$ cat config.mk
export PLATFORM = sky130hd
export DESIGN_NAME = ddr_mrs_seq
export DESIGN_NICKNAME = d
export VERILOG_FILES = /design/src/rtl/ddr_mrs_pkg.sv /design/src/rtl/ddr_mrs_encode.sv /design/src/rtl/ddr_mrs_timer.sv /design/src/rtl/ddr_mrs_seq.sv
export SDC_FILE = /design/constraint.sdc
export NUM_CORES = 1
export LEC_CHECK = 0
export ABC_AREA = 1
export BUFFER_PORTS_ARGS = -buffer_cell sky130_fd_sc_hd__buf_2
export CAP_MARGIN = 20
export CORE_MARGIN = 2
export CORE_UTILIZATION = 46
export CTS_CLUSTER_SIZE = 12
export DETAILED_ROUTE_END_ITERATION = 10
export GPL_TIMING_DRIVEN = 0
export HOLD_SLACK_MARGIN = 0.12
export PLACE_DENSITY = 0.74
export SLEW_MARGIN = 15
export SYNTH_ARGS = -nofsm -noshare
export SYNTH_HDL_FRONTEND = slang
export SYNTH_SLANG_ARGS = --single-unit
$ cat constraint.sdc
create_clock -name clk_i -period 1.4 [get_ports clk_i]
set_clock_uncertainty 0.1 [all_clocks]
set_input_delay 0.14 -clock clk_i [delete_from_list [all_inputs] [get_ports clk_i]]
set_output_delay 0.14 -clock clk_i [all_outputs]
set_load 0.02 [all_outputs]
$ cat src/rtl/ddr_mrs_pkg.sv
package ddr_mrs_pkg;
  localparam int unsigned ADDR_W = 13;

  typedef enum logic [1:0] {
    ST_IDLE,
    ST_PRE,
    ST_EMR,
    ST_MR
  } seq_state_e;

  typedef struct packed {
    logic cs_n;
    logic ras_n;
    logic cas_n;
    logic we_n;
  } cmd_t;

  localparam cmd_t CMD_NOP = 4'b0111;
  localparam cmd_t CMD_PRE = 4'b0010;
  localparam cmd_t CMD_MRS = 4'b0000;

  localparam logic [1:0] BA_BASE = 2'b00;
  localparam logic [1:0] BA_EXT  = 2'b01;
endpackage

$ cat src/rtl/ddr_mrs_encode.sv
module ddr_mrs_encode
  import ddr_mrs_pkg::*;
(
  input  logic [2:0]        cas_half_i,
  input  logic [3:0]        burst_len_i,
  input  logic              interleave_i,
  input  logic              dll_reset_i,
  input  logic              dll_disable_i,
  input  logic              half_drive_i,
  output logic [ADDR_W-1:0] base_o,
  output logic [ADDR_W-1:0] ext_o,
  output logic              ok_o
);
  logic [2:0] cl_code;
  logic [2:0] bl_code;
  logic       cl_ok;
  logic       bl_ok;

  always_comb begin
    cl_ok = 1'b1;
    unique case (cas_half_i)
      3'd4:    cl_code = 3'b010;
      3'd5:    cl_code = 3'b110;
      3'd6:    cl_code = 3'b011;
      default: begin cl_code = 3'b000; cl_ok = 1'b0; end
    endcase
  end

  always_comb begin
    bl_ok = 1'b1;
    unique case (burst_len_i)
      4'd2:    bl_code = 3'b001;
      4'd4:    bl_code = 3'b010;
      4'd8:    bl_code = 3'b011;
      default: begin bl_code = 3'b000; bl_ok = 1'b0; end
    endcase
  end

  always_comb begin
    base_o      = '0;
    base_o[2:0] = bl_code;
    base_o[3]   = interleave_i;
    base_o[6:4] = cl_code;
    base_o[8]   = dll_reset_i;
    ext_o       = '0;
    ext_o[0]    = dll_disable_i;
    ext_o[1]    = half_drive_i;
  end

  assign ok_o = cl_ok & bl_ok;
endmodule

$ cat src/rtl/ddr_mrs_timer.sv
module ddr_mrs_timer #(
  parameter int unsigned CNT_W = 4
) (
  input  logic             clk_i,
  input  logic             rst_ni,
  input  logic             load_i,
  input  logic [CNT_W-1:0] load_val_i,
  output logic             zero_o
);
  logic [CNT_W-1:0] cnt_q;

  always_ff @(posedge clk_i or negedge rst_ni) begin
    if (!rst_ni)            cnt_q <= '0;
    else if (load_i)        cnt_q <= load_val_i;
    else if (cnt_q != '0)   cnt_q <= cnt_q - 1'b1;
  end

  assign zero_o = (cnt_q == '0);
endmodule

$ cat src/rtl/ddr_mrs_seq.sv
module ddr_mrs_seq
  import ddr_mrs_pkg::*;
#(
  parameter int unsigned TRP_CYC  = 3,
  parameter int unsigned TMRD_CYC = 2
) (
  input  logic              clk_i,
  input  logic              rst_ni,
  input  logic              start_i,
  input  logic [2:0]        cas_half_i,
  input  logic [3:0]        burst_len_i,
  input  logic              interleave_i,
  input  logic              dll_reset_i,
  input  logic              dll_disable_i,
  input  logic              half_drive_i,
  output logic              cs_no,
  output logic              ras_no,
  output logic              cas_no,
  output logic              we_no,
  output logic [1:0]        ba_o,
  output logic [ADDR_W-1:0] addr_o,
  output logic              busy_o,
  output logic              done_o,
  output logic              err_o
);
  localparam int unsigned TRP_EFF  = (TRP_CYC < 1) ? 1 : TRP_CYC;
  localparam int unsigned TMRD_EFF = (TMRD_CYC < 2) ? 2 : TMRD_CYC;
  localparam int unsigned MAX_WAIT = (TRP_EFF > TMRD_EFF) ? TRP_EFF : TMRD_EFF;
  localparam int unsigned CNT_W    = $clog2(MAX_WAIT + 1);
  localparam logic [CNT_W-1:0] TRP_LD  = CNT_W'(TRP_EFF - 1);
  localparam logic [CNT_W-1:0] TMRD_LD = CNT_W'(TMRD_EFF - 1);

  logic [ADDR_W-1:0] base_w, ext_w;
  logic              cfg_ok;

  seq_state_e        state_q, state_d;
  cmd_t              cmd_q, cmd_d;
  logic [1:0]        ba_q, ba_d;
  logic [ADDR_W-1:0] addr_q, addr_d;
  logic [ADDR_W-1:0] base_q, base_d, ext_q, ext_d;
  logic              busy_q, busy_d, done_q, done_d, err_q, err_d;
  logic              tmr_load, tmr_zero;
  logic [CNT_W-1:0]  tmr_val;

  ddr_mrs_encode u_encode (
    .cas_half_i   (cas_half_i),
    .burst_len_i  (burst_len_i),
    .interleave_i (interleave_i),
    .dll_reset_i  (dll_reset_i),
    .dll_disable_i(dll_disable_i),
    .half_drive_i (half_drive_i),
    .base_o       (base_w),
    .ext_o        (ext_w),
    .ok_o         (cfg_ok)
  );

  ddr_mrs_timer #(.CNT_W(CNT_W)) u_timer (
    .clk_i     (clk_i),
    .rst_ni    (rst_ni),
    .load_i    (tmr_load),
    .load_val_i(tmr_val),
    .zero_o    (tmr_zero)
  );

  always_comb begin
    state_d  = state_q;
    cmd_d    = CMD_NOP;
    ba_d     = BA_BASE;
    addr_d   = '0;
    base_d   = base_q;
    ext_d    = ext_q;
    busy_d   = busy_q;
    done_d   = done_q;
    err_d    = err_q;
    tmr_load = 1'b0;
    tmr_val  = '0;
    unique case (state_q)
      ST_IDLE: begin
        if (start_i) begin
          done_d = 1'b0;
          if (cfg_ok) begin
            cmd_d      = CMD_PRE;
            addr_d[10] = 1'b1;  // all banks
            base_d     = base_w;
            ext_d      = ext_w;
            busy_d     = 1'b1;
            err_d      = 1'b0;
            tmr_load   = 1'b1;
            tmr_val    = TRP_LD;
            state_d    = ST_PRE;
          end else begin
            err_d = 1'b1;
          end
        end
      end
      ST_PRE: begin
        if (tmr_zero) begin
          cmd_d    = CMD_MRS;
          ba_d     = BA_EXT;
          addr_d   = ext_q;
          tmr_load = 1'b1;
          tmr_val  = TMRD_LD;
          state_d  = ST_EMR;
        end
      end
      ST_EMR: begin
        if (tmr_zero) begin
          cmd_d    = CMD_MRS;
          ba_d     = BA_BASE;
          addr_d   = base_q;
          tmr_load = 1'b1;
          tmr_val  = TMRD_LD;
          state_d  = ST_MR;
        end
      end
      ST_MR: begin
        if (tmr_zero) begin
          busy_d  = 1'b0;
          done_d  = 1'b1;
          state_d = ST_IDLE;
        end
      end
      default: state_d = ST_IDLE;
    endcase
  end

  always_ff @(posedge clk_i or negedge rst_ni) begin
    if (!rst_ni) begin
      state_q <= ST_IDLE;
      cmd_q   <= CMD_NOP;
      ba_q    <= BA_BASE;
      addr_q  <= '0;
      base_q  <= '0;
      ext_q   <= '0;
      busy_q  <= 1'b0;
      done_q  <= 1'b0;
      err_q   <= 1'b0;
    end else begin
      state_q <= state_d;
      cmd_q   <= cmd_d;
      ba_q    <= ba_d;
      addr_q  <= addr_d;
      base_q  <= base_d;
      ext_q   <= ext_d;
      busy_q  <= busy_d;
      done_q  <= done_d;
      err_q   <= err_d;
    end
  end

  assign cs_no  = cmd_q.cs_n;
  assign ras_no = cmd_q.ras_n;
  assign cas_no = cmd_q.cas_n;
  assign we_no  = cmd_q.we_n;
  assign ba_o   = ba_q;
  assign addr_o = addr_q;
  assign busy_o = busy_q;
  assign done_o = done_q;
  assign err_o  = err_q;
endmodule

==> metrics.txt <==
status finished with violations; failing checks setup timing; number of DRC markers in iteration 0 35; RePlAce Congestion 0.7952; Worst-Margin Slew 0.6018 ns; family with the most delay on the worst path flip-flops; HP Class in2reg; crit-path max cell delay 0.47 ns; Final setup violation count 3; Die ar. 3311 um2; n_diodes 0; Core ar. 2734 um2; critical path capture point type flop; Slowest cell on crit path dfrtp_2; Longest Clk Path Bufs 2; period utilization 104.9%; final cell count without fillers 227; drt pass-1 iters 5; maximum VDD drop 1.365 mV; leakage dissipation 0.0009953 uW; RSZ-0062 raised after global routing true; Tot GR Track Use 18.83%; die extent in y 57.55 um; CTS root buffer clkbuf_4; Startpoint Class flop; Final Core Density 67.19%; Top cell by count, worst path nand2_1; initial antenna violation count 0; data required time of the critical path 1.56 ns; Synth Area per Inst 9.488 um2; Post-Place Setup Slack -0.1854 ns; CP Class reg2reg; clock tree sinks 27; area delta synth->final 39.28%; Seq/Total Area, Yosys 51.42%; Ports 36; Max Cap Violations 0; Post-Synthesis Cells 139; gr ovfl total 0; global-route wire length before repair 4629 um; Tmin final 1.469 ns; Hold Violations, Final 0; post-DP HPWL 1792 um; Rows 19; CTS Hold Buffers Added 10; clk slew on worst S/H paths 0.16 ns; vias per cell 4.740; CTS tree done; largest net degree at the start of global routing 28; synth unique cells 26; vias in the first global route 1057; WL/cell 12.68 um; Detail Route Antenna Nets 0; layout cells sized above 1 45.41%; htree depth 1; Final #Nets 216; DRC viols 0; drt total wl 2878 um; total CTS buffers 3; Initial Utilization 48.24%; Die X 57.55 um; Worst Path Arrival 1.63 ns; final hold slack 0.006373 ns; Yosys warning count 0; I/O Buffers 28; setup slack after layout -0.06913 ns; Clock Latency Late Sink 0.34 ns; pwr/cell area 1942 nW/um2; Final Max Slew Viols 0; worst rel slew slack 59.88%; vias 1076; Syn Std Cell Area 1319 um2; placed insts 204; fmax 680.7 MHz; FF+latch count, synth 27; setup tns final -0.1546 ns; CP Max Fanout 3; worst-path cell chain buf_6, ha_4, o31ai_4, nand2_1, nand2_1, nand2_1; Bufs and invs on worst path 1
-- repair_timing --
action	in CTS	in global routing
buffers inserted	6	3
endpoints found under the hold margin	37	2
setup endpoints to repair	23	20
pin swaps	7	8
gates resized for setup	17	18
-- kinds of logic (layout without fill, tap and decap cells) --
kind of cell             count (synthesis)  in the layout  synth area share [%]
AND/OR/NAND/NOR                         52             52                 18.60
flip-flops                              27             27                 51.42
XOR/XNOR                                 1              1                0.6643
AO/OA/AOI/OAI                           19             19                 11.00
other                                    1              7                0.2844
adder cells (fa/ha/maj)                  5              5                 4.744
buffers and inverters                   34             85                 13.28
-- registers in the layout, indices dropped and copies added (netlist names) --
signal         count
state_q            2
u_timer.cnt_q      2
ras_no             1
base_q             7
done_o             1
addr_o             8
ext_q              2
err_o              1
cas_no             1
busy_o             1
ba_o               1
-- synth_stat cells, drive strengths merged --
master,n,area (um2)
buf,10,85.08
nor3,1,5.000
o21ai,11,85.08
o32ai,2,17.52
o211ai,2,15.01
a21oi,1,5.000
nand2,30,125.1
nand4,1,6.260
conb,1,3.750
and3,1,7.510
xnor2,1,8.760
dfrtp,25,625.6
o31ai,3,22.52
nand3,7,35.03
inv,24,90.09
nor2,11,60.06
or2,1,6.260
ha,5,62.56
dfstp,2,52.55
-- routing by layer --
metal / routed length (um) / global-route usage, % / vias to the layer above
met5: 0 / 0 / -
met2: 1442 / 29.71 / 43
met3: 152 / 3.855 / 10
met1: 1162 / 22.29 / 489
li1: - / - / 534
met4: 121 / 14.62 / 0
-- worst reg2reg max path, delay by kind of cell, from the launching register on --
family	cells	cell delay (ns)
adder cells (fa/ha/maj)	1	0.16
AND/OR/NAND/NOR	3	0.25
AO/OA/AOI/OAI	1	0.27
flip-flops	1	0.47
buffers and inverters	1	0.13
-- stage by stage --
stage,total power (uW),area [um2]
detailed placement,2562,1520
global placement,2479,1520
floorplan,2216,1341
finish,3568,1837
global route,3804,1837
CTS,3267,1754
-- layout by cell type, fill, tap and decap left out, drive strengths merged, types with 3 or more instances in the layout --
master and count:
buf 47, clkbuf 3, conb 7, dfrtp 25, dlygate4sd3 10, ha 5
inv 24, nand2 30, nand3 7, nor2 11, o21ai 11, o31ai 3
-- layout make-up --
type | count | area (um2)
Inverter | 24 | 95.09
Sequential cell | 27 | 680.7
Clock buffer | 3 | 22.52
Fill cell | 209 | 897.1
Buffer | 10 | 91.34
Clock inverter | 1 | 7.507
Multi-Input combinational cell | 84 | 583.1
Timing Repair Buffer | 47 | 317.8
Tap cell | 31 | 38.79
-- path summary, 6_finish.rpt --
kind	to	cells after the start	start	slack (ns)
worst max register to register	state_q[1]$_DFFE_PN0P_	6	state_q[1]$_DFFE_PN0P_	-0.07
max in group asynchronous	state_q[1]$_DFFE_PN0P_	2	rst_ni	0.57
worst max-delay path	state_q[1]$_DFFE_PN0P_	6	state_q[1]$_DFFE_PN0P_	-0.07
worst min register to register	busy_o$_DFFE_PN0P_	2	busy_o$_DFFE_PN0P_	0.39
min in group asynchronous	err_o$_DFFE_PN0P_	2	rst_ni	0.21
worst min-delay path	base_q[1]$_DFFE_PN0P_	4	burst_len_i[0]	0.006
-- power by group --
group | internal, uW | switching, uW
clock network | 110 | 257
registers | 1080 | 134
logic | 873 | 1120
Note: power is estimated with default switching activity, not from simulation.
